File: src/rtl/slot_irq_combiner.sv
module slot_irq_combiner #(
  parameter int NSLOT = 4,
  parameter int DW    = 16,
  parameter int CW    = 8
) (
  input  logic                       clk,
  input  logic                       rst_n,
  input  logic [2*NSLOT-1:0]         req_i,
  input  logic [NSLOT-1:0]           timeout_i,
  input  logic                       reg_we,
  input  logic                       reg_re,
  input  logic [$clog2(4*NSLOT)-1:0] reg_addr,
  input  logic [DW-1:0]              reg_wdata,
  output logic [DW-1:0]              reg_rdata,
  output logic [2*NSLOT-1:0]         ack_o,
  output logic                       irq_o
);
  localparam int NLINE    = 2 * NSLOT;
  localparam int AW       = $clog2(4 * NSLOT);
  localparam int ST_ADDR  = NSLOT;
  localparam int ACK_BASE = 2 * NSLOT;
  localparam int TO_LSB   = NLINE;

  logic [CW-1:0]    ctrl_q [NSLOT];
  logic [NLINE-1:0] req_q, st_q, st_d, chg, en_m, edge_m, ack_q;
  logic [NSLOT-1:0] to_q, to_clr;
  logic             lvl_q, pulse_q, st_moved, wr_st, rd_ack;

  for (genvar s = 0; s < NSLOT; s++) begin : g_slot
    assign en_m[2*s]     = ctrl_q[s][0];
    assign en_m[2*s+1]   = ctrl_q[s][1];
    assign edge_m[2*s]   = ctrl_q[s][2];
    assign edge_m[2*s+1] = ctrl_q[s][3];

    always_ff @(posedge clk or negedge rst_n)
      if (!rst_n) ctrl_q[s] <= '0;
      else if (reg_we && reg_addr == AW'(s)) ctrl_q[s] <= reg_wdata[CW-1:0];

    AST_TO_CLEAR: assert property (@(posedge clk) disable iff (!rst_n)
      wr_st && reg_wdata[TO_LSB+s] && !timeout_i[s] |=> !to_q[s]);
  end

  assign chg      = en_m & (req_i ^ req_q);
  assign st_d     = (st_q & ~chg) | (req_i & chg);
  assign st_moved = (st_d != st_q);

  always_ff @(posedge clk or negedge rst_n)
    if (!rst_n) begin
      req_q   <= '0;
      st_q    <= '0;
      lvl_q   <= 1'b0;
      pulse_q <= 1'b0;
    end else begin
      req_q <= req_i;
      st_q  <= st_d;
      if (st_moved) begin
        pulse_q <= |((st_d ^ st_q) & edge_m);
        lvl_q   <= |(st_d & ~edge_m);
      end else begin
        pulse_q <= 1'b0;
      end
    end

  assign irq_o = lvl_q ^ pulse_q;

  for (genvar i = 0; i < NLINE; i++) begin : g_line
    AST_OFF_HOLDS: assert property (@(posedge clk) disable iff (!rst_n)
      !en_m[i] |=> $stable(st_q[i]));
    AST_ON_FOLLOWS: assert property (@(posedge clk) disable iff (!rst_n)
      en_m[i] && (req_i[i] != req_q[i]) |=> st_q[i] == $past(req_i[i]));
  end

  AST_QUIET_OUT: assert property (@(posedge clk) disable iff (!rst_n)
    !st_moved |=> $stable(lvl_q) && !pulse_q);

  assign wr_st  = reg_we && reg_addr == AW'(ST_ADDR);
  assign to_clr = wr_st ? reg_wdata[TO_LSB +: NSLOT] : '0;

  always_ff @(posedge clk or negedge rst_n)
    if (!rst_n) to_q <= '0;
    else        to_q <= (to_q & ~to_clr) | timeout_i;

  assign rd_ack = reg_re && reg_addr >= AW'(ACK_BASE);

  always_ff @(posedge clk or negedge rst_n)
    if (!rst_n)      ack_q <= '0;
    else if (rd_ack) ack_q <= NLINE'(1) << (reg_addr - AW'(ACK_BASE));
    else             ack_q <= '0;

  assign ack_o = ack_q;

  AST_ACK_ONEHOT: assert property (@(posedge clk) disable iff (!rst_n)
    $onehot0(ack_o));

  always_comb begin
    reg_rdata = '0;
    for (int s = 0; s < NSLOT; s++)
      if (reg_addr == AW'(s)) reg_rdata = DW'(ctrl_q[s]);
    if (reg_addr == AW'(ST_ADDR)) begin
      reg_rdata[NLINE-1:0]         = st_q;
      reg_rdata[TO_LSB +: NSLOT]   = to_q;
    end
  end
endmodule

File: config.mk
export PLATFORM = sky130hd
export DESIGN_NAME = slot_irq_combiner
export DESIGN_NICKNAME = d
export VERILOG_FILES = /design/src/rtl/slot_irq_combiner.sv
export SDC_FILE = /design/constraint.sdc
export NUM_CORES = 1
export LEC_CHECK = 0
export BUFFER_PORTS_ARGS = -buffer_cell sky130_fd_sc_hd__clkbuf_2
export CAP_MARGIN = 40
export CORE_MARGIN = 2
export CORE_UTILIZATION = 61
export CTS_BUF_LIST = sky130_fd_sc_hd__clkbuf_4 sky130_fd_sc_hd__clkbuf_8
export CTS_CLUSTER_SIZE = 12
export DETAILED_ROUTE_END_ITERATION = 10
export HOLD_SLACK_MARGIN = 0.06
export PLACE_DENSITY = 0.94
export SKIP_CTS_REPAIR_TIMING = 1
export SYNTH_ARGS = -nofsm -noshare
export SYNTH_HDL_FRONTEND = slang
export SYNTH_SLANG_ARGS = --single-unit
export TNS_END_PERCENT = 1
File: constraint.sdc
create_clock -name clk -period 3.7 [get_ports clk]
set_input_delay 0.74 -clock clk [delete_from_list [all_inputs] [get_ports clk]]
set_output_delay 0.74 -clock clk [all_outputs]
set_load 0.01 [all_outputs]
Word level (Yosys, flattened, before mapping)
Cells that the tools add are included.

Logic and storage cells: 49. Input port bits: 36. Output and inout port bits: 25. Register bits after elaboration: 62.

Mux-type cells: 8. Bitwise operators: 14. Reduce and logical (&&, ||, !) cells: 9. Add/sub/neg operators: 1. Shifts and indexed selects: 1. Eq/ne operators: 5. $lt $le $gt $ge: 1.

Operator list (number): 8-bit bitwise AND (5); 8-bit two-way mux (5); 8-bit inverter (2); 8-bit OR reduction (2); 8-bit XOR (2); 12-bit two-way mux (1); 4-bit by 2-bit == test with 1-bit output (second input constant) (2); 8-bit inequality test (1); 8-bit bitwise OR (1); 1-bit by 4-bit << shifter with 8-bit output (first input constant) (1); 1-bit logical AND (6); 4-bit bitwise AND (1); 4-bit by 1-bit == test with 1-bit output (second input constant) (1); 4-bit by 3-bit == test with 1-bit output (second input constant) (1); 4-bit greater-or-equal comparator (second input constant) (1); 4-bit logical NOT (1); 4-bit two-way mux (1); 4-bit inverter (1); 4-bit bitwise OR (1); 4-bit subtractor (second input constant) (1); 1-bit two-way mux (1); 1-bit XOR (1).

Longest topological paths before layout
Gate-level depths: netlist of run 1.

Word-level depth: 9. Gate-level depth with buffers: 5. Gate-level depth less buffers: 5.

Worst setup path before layout of run 1
Ideal clock, no wire load.

Path type: input port to output port. From: input port reg_addr[1]. To: output port reg_rdata[2]. Path buffers: 1. Setup slack: 1.240 ns. Arrival: 1.720 ns. Stages: 3. Data required time: 2.960 ns. Cell sequence: nor4b_2 clkbuf_1 a22o_1.

Longest elaborated chain between the ends: 6. Elaborated cells between the ends (all ways): 10. Classes of those cells: 4 x eq/ne; 5 x mux; 1 x reduce/logical.

RTL lines: from (decl) (line 12) `input logic [$clog2(4*NSLOT)-1:0] reg_addr,`; 4-bit logical NOT (line 98) `if (reg_addr == AW'(s)) reg_rdata = DW'(ctrl_q[s]);`; 8-bit two-way mux (4 in a row) (line 98); 12-bit two-way mux (*) (line 99) `if (reg_addr == AW'(ST_ADDR)) begin`; to (decl) (line 14) `output logic [DW-1:0] reg_rdata,`.

Mark *: on every way between the ends. The rest lies on a longest branch, timed or not.

Final worst setup path of run 1
From: input port reg_addr[0]. To: output port reg_rdata[4].

Same word-level chain as after synthesis.

==> results of run 1 <==
cell type report:
type / count / area, um2 / area share, %
timing repair buffer: 56 / 303 / 8.41
sequential: 62 / 1550 / 43.1
inverter: 10 / 37.5 / 1.04
multi-input combinational: 186 / 1430 / 39.7
tap: 67 / 83.8 / 2.33
clock inverter: 1 / 30.0 / 0.834
clock buffer: 13 / 166 / 4.62
logic make-up after synthesis:
logic type,count (synthesis),synth area share [%]
simple gates,88,16.4
compound gates,52,11.4
flops,62,50.6
buf+inv,20,3.18
other cells,1,0.122
xor+xnor,1,0.286
mux,41,18.0
cell usage after synthesis (7+ instances only):
library cell	count	area share [%]
nand2b_1	8	1.6
nor2b_1	7	1.4
inv_1	9	1.1
mux2_2	17	6.2
nor2_1	13	1.6
a22o_1	9	2.6
nand2_1	13	1.6
nor3_1	10	1.6
nand3_1	8	1.3
mux2_1	16	5.9
mux4_2	8	5.9
a21oi_1	23	3.8
dfrtp_1	62	51
metrics by stage:
| step | instances | cell area (um2) | hold slack (ns) |
|---|---|---|---|
| 2_1_floorplan | 268 | 3080 | 0.441 |
| 3_3_place_gp | 380 | 3380 | 0.452 |
| 3_5_place_dp | 381 | 3400 | 0.458 |
| 4_1_cts | 395 | 3600 | 0.317 |
| 5_1_grt | 395 | 3600 | 0.324 |
| 6_report | 395 | 3600 | 0.311 |
final timing paths:
kind,cells past startpoint,slack [ns],endpoint
setup / recovery,4,0.92,reg_rdata[4]
hold / removal,1,0.31,ctrl_q[17]$_DFFE_PN0P_
setup reg to reg,5,1.84,lvl_q$_DFFE_PN0P_
hold reg to reg,1,0.47,to_q[0]$_DFF_PN0_
max in group asynchronous,2,2.85,req_q[2]$_DFF_PN0_
min in group clk,1,0.47,to_q[0]$_DFF_PN0_
flip-flops by register name, indices dropped and copies added, names as in the netlist:
register  cells
ack_o         8
ctrl_q       32
lvl_q         1
pulse_q       1
req_q         8
st_q          8
to_q          4
metal layers:
layer	up-vias	track usage [%]	wire length, um
li1	1073	-	-
met1	1181	35.7	2840
met2	89	43.5	3490
met3	13	4.95	416
met4	0	9.72	114
met5	-	0	0
power by group through the flow:
stage | combinational (mW) | sequential (mW) | clock (mW)
final | 0.378 | 0.922 | 0.589
after global routing | 0.416 | 0.940 | 0.623
after CTS | 0.379 | 0.917 | 0.592
after detailed placement | 0.374 | 0.929 | 0
after global placement | 0.353 | 0.916 | 0
after floorplan | 0.273 | 0.886 | 0
critical path, delay by kind of cell:
kind            cells  cell delay (ns)
compound gates      1             0.21
buf+inv             2             0.49
mux                 1             0.59
==> metrics.cfg, run 1 <==
[cts]
cts.sinks=62
root_buffer=clkbuf_8
cts-buffers-inserted=9
h-tree-depth=3
clk_pin_slew_ns=0.07
cts_tree=yes
clk_latency_ns=0.32
cts_buffer_depth=2

[synthesis]
synthCells=265
synth_edf_count=0
synthArstFlopShare_pct=100
avgSynthCellArea_um2=11.6
ys_types=44
synth-seq-cells=62
synth_warnings=0
synth_top_flop_cell=dfrtp_1
syn_area_um2=3070
synth-seq-area-share_pct=50.6

[sta]
rsz0062_at_grt=false
slew_violations=0
finalSetupViolations=0
period_share_pct=75.1
finalHoldViolCount=0
timing.setup.tns_ns=0
clock.fmax_ghz=0.360
finalCriticalPeriod_ns=2.78
layout_setup_ws_ns=0.923
fin_worst_skew_ns=0.00580

[setup_path]
crit_required_ns=2.96
critPathMaxFanout=15
crit_top_cell=clkbuf_2
setup.worst_path.end_class=output port
path_cells=clkbuf_2, mux4_2, a22o_1, clkbuf_2
max_stage_delay_ns=0.59
cp-start-kind=input port
startpoint=reg_addr[0]
setup.worst_path.class=input port to output port
cp.arrival_ns=2.04
r2r-start=st_q[0]$_DFF_PN0_
slowest_stage=mux4_2

[power_and_ir_drop]
p_switching_uw=532
switching_share_pct=28.2
power_frac_seq_pct=48.8
intPower_mw=1.36
clkPwrFrac_pct=31.2
p_total_mw=1.89
p_per_area_nw_per_um2=525
power_leakage_nw=1.64
peakVddDrop_v=0.000435
pwr-share-comb_pct=20.0

[layout]
layout_common_cells=dfrtp_1 (62), clkbuf_2 (52), a21oi_1 (23)
drive_gt1_share_pct=30.8
utilization_pct=75.2
synthToLayoutAreaGrowth_pct=17.4
fillCellCount=305
nNetsFinal=361
layout_commonest_cell=dfrtp_1
antennaDiodeCount=0

[drt]
drt-total-wl_um=6860
wl_per_cell_um=17.4
first_pass_iters=4
vias_per_cell=5.96
drt.antenna.violating_nets=0
vias=2356
first_iter_violations=216
route.detailed.drc=0

[floorplanning]
num_rows=25
die_width_um=74.9
coreArea_um2=4790
io_pins=61
dieArea_um2=5610
die_y_um=74.9
start_util_pct=64.1

[global_route]
grt-ovfl-total=0
grt_pass1_vias=2316
grt.total_usage_pct=26.5
grt_max_degree=36
grt_pass1_wl_um=11000
antenna_found_initial=0

[placed_design]
place.port_buffers=52
hpwlAfterDp_um=5010
pre_cts_ws_ns=0.919
gp_routability_congestion=0.831

[min_path]
hold_class=input port to async pin

[run_status]
status=finished, final reports clean

[run]
cap_violations=0

No activity file was read; power rests on OpenSTA's default activity.
==> inputs of run 2 (changes only) <==
- CORE_UTILIZATION: 61 -> 51
- PLACE_DENSITY: 0.94 -> 0.85
- clock period: 3.7 -> 2.55 ns (I/O delays scaled with it)
==> run 2 against run 1 <==
Die area up 19%. Combinational power up 43%. Flip-flop and latch count unchanged. Power up 49%. Hold slack worse by 0.15 ns.
==> metrics.cfg, run 2 (synthesis gave the netlist of run 1 again) <==
[setup_path]
slowest_stage=mux4_2
cp.arrival_ns=1.81  ; -0.23 ns
path_buf_inv=2  ; unchanged
cp-start-kind=input port
startpoint=reg_addr[0]
critPathTopFamily=multiplexers
crit_top_cell=clkbuf_2
critPathMaxFanout=15  ; unchanged
setup.worst_path.class=input port to output port
setup.worst_path.end_class=output port
r2r-start=st_q[5]$_DFF_PN0_
max_stage_delay_ns=0.57  ; -0.02 ns
path_cells=clkbuf_2, mux4_2, a22o_1, clkbuf_2
crit_required_ns=2.04  ; -0.92 ns

[layout]
layout_commonest_cell=dfrtp_1
largest-register=ctrl_q
largest_register_ffs=32  ; unchanged
fillCellCount=446  ; +46%
utilization_pct=62.0  ; -13 points
layout_common_cells=dfrtp_1 (62), clkbuf_2 (52), a21oi_1 (23)
drive_gt1_share_pct=31.0  ; +0.21 points
synthToLayoutAreaGrowth_pct=18.2
nNetsFinal=360  ; -0.28%
antennaDiodeCount=0  ; unchanged

[global_route]
antenna_found_initial=0  ; unchanged
grt_pass1_vias=2322  ; +0.26%
grt_max_degree=40  ; +11%
grt.total_usage_pct=22.9  ; -3.6 points
grt-ovfl-total=0  ; unchanged
grt_pass1_wl_um=11200  ; +1.3%

[placed_design]
hpwlAfterDp_um=4980  ; -0.61%
place.port_buffers=52  ; unchanged
gp_routability_congestion=0.852  ; +2.5%

[run_status]
status=finished, final reports clean

[cts]
clk_latency_ns=0.34  ; +0.02 ns
cts.sinks=62  ; unchanged
clk_pin_slew_ns=0.07  ; about the same
cts_buffer_depth=2  ; unchanged
cts_tree=yes
h-tree-depth=3  ; unchanged
cts-buffers-inserted=9  ; unchanged
root_buffer=clkbuf_8

[floorplanning]
dieArea_um2=6650  ; +19%
die_y_um=81.5  ; +8.9%
coreArea_um2=5850  ; +22%
num_rows=28  ; +12%
start_util_pct=52.4  ; -12 points
die_width_um=81.5  ; +8.9%
io_pins=61  ; unchanged

[sta]
rsz0062_at_grt=false
tightestPinTransition_ns=0.614
finalSetupViolations=0  ; unchanged
period_share_pct=91.0
finalHoldViolCount=0  ; unchanged
timing.setup.tns_ns=0  ; unchanged
clock.fmax_ghz=0.431
fin_worst_skew_ns=0.00554  ; -0.000253 ns
slew_violations=0  ; unchanged
relSlewSlack_pct=59.1
finalCriticalPeriod_ns=2.32

[power_and_ir_drop]
power_leakage_nw=1.64  ; +0.11%
p_per_area_nw_per_um2=778  ; +48%
pwr-share-comb_pct=19.1  ; -0.9 points
clkPwrFrac_pct=33.5  ; +2.3 points
power_frac_seq_pct=47.4  ; -1.4 points
intPower_mw=2.01  ; +48%
p_switching_uw=812  ; +53%
switching_share_pct=28.8  ; +0.61 points
peakVddDrop_v=0.000356  ; -18%

[drt]
first_pass_iters=4  ; unchanged
first_iter_violations=182  ; -16%
wl_per_cell_um=17.1  ; -1.3%
drt-total-wl_um=6920  ; +0.90%
route.detailed.drc=0  ; unchanged
drt.antenna.violating_nets=0  ; unchanged
vias_per_cell=5.73  ; -3.9%
vias=2315  ; -1.7%

[min_path]
hold_class=input port to async pin

[run]
cap_violations=0  ; unchanged

==> run 2: cell types whose count changed in the layout (fill, tap and decap cells not counted), sizes merged <==
cell / before / now
clkinv: 0 / 3
buf: 4 / 3
bufinv: 1 / 2
clkinvlp: 0 / 1
clkbuf: 65 / 62
==> run 2: routing by layer <==
layer | share of wire [%] | vias to the layer above | GRT usage (%)
met1 | 41 | 1173 | 28.1
li1 | - | 1079 | -
met4 | 2.1 | 0 | 10.8
met5 | 0 | - | 0
met3 | 4.9 | 12 | 6.92
met2 | 52 | 51 | 37.2
==> run 2: worst reg2reg max path, stage by stage (launching register included) <==
cell and delay (ns):
dfrtp_1 0.46, and3b_1 0.21, o21ai_0 0.25, a21bo_2 0.27, nor4_2 0.14, mux2_1 0.34
==> run 2: path summary, 6_finish.rpt <==
check	endpoint	slack [ns]	cells after the start
worst max-delay path	reg_rdata[6]	0.23	4
worst min-delay path	ctrl_q[31]$_DFFE_PN0P_	0.16	1
worst max register to register	lvl_q$_DFFE_PN0P_	0.76	5
worst min register to register	to_q[3]$_DFF_PN0_	0.48	1
max in group asynchronous	to_q[1]$_DFF_PN0_	1.77	2
min in group clk	req_q[1]$_DFF_PN0_	0.32	1
==> run 2: layout make-up <==
type / count / area [um2] / share of cell area [%]
flip-flops and latches: 62 / 1550 / 42.8
multi-input cells: 186 / 1430 / 39.4
repair buffers: 55 / 295 / 8.15
clock buffers: 10 / 131 / 3.62
clock inverters: 6 / 86.3 / 2.38
well taps: 75 / 93.8 / 2.59
inverters: 10 / 37.5 / 1.04
==> run 2: stage by stage <==
step	setup slack, ns	cell area, um2	hold slack (ns)	std cells	power [mW]
2_1_floorplan	0.550	3080	0.214	268	1.68
3_3_place_gp	0.233	3410	0.451	388	1.85
3_5_place_dp	0.224	3410	0.467	388	1.89
4_1_cts	0.217	3620	0.181	404	2.83
5_1_grt	0.154	3620	0.200	404	2.96
6_report	0.230	3620	0.164	404	2.82
==> run 2: power groups by stage <==
stage / sequential (mW) / combinational, mW / clock [mW]
2_1_floorplan: 1.29 / 0.396 / 0
6_report: 1.34 / 0.539 / 0.945
3_3_place_gp: 1.33 / 0.517 / 0
4_1_cts: 1.33 / 0.543 / 0.956
5_1_grt: 1.36 / 0.601 / 0.996
3_5_place_dp: 1.35 / 0.540 / 0
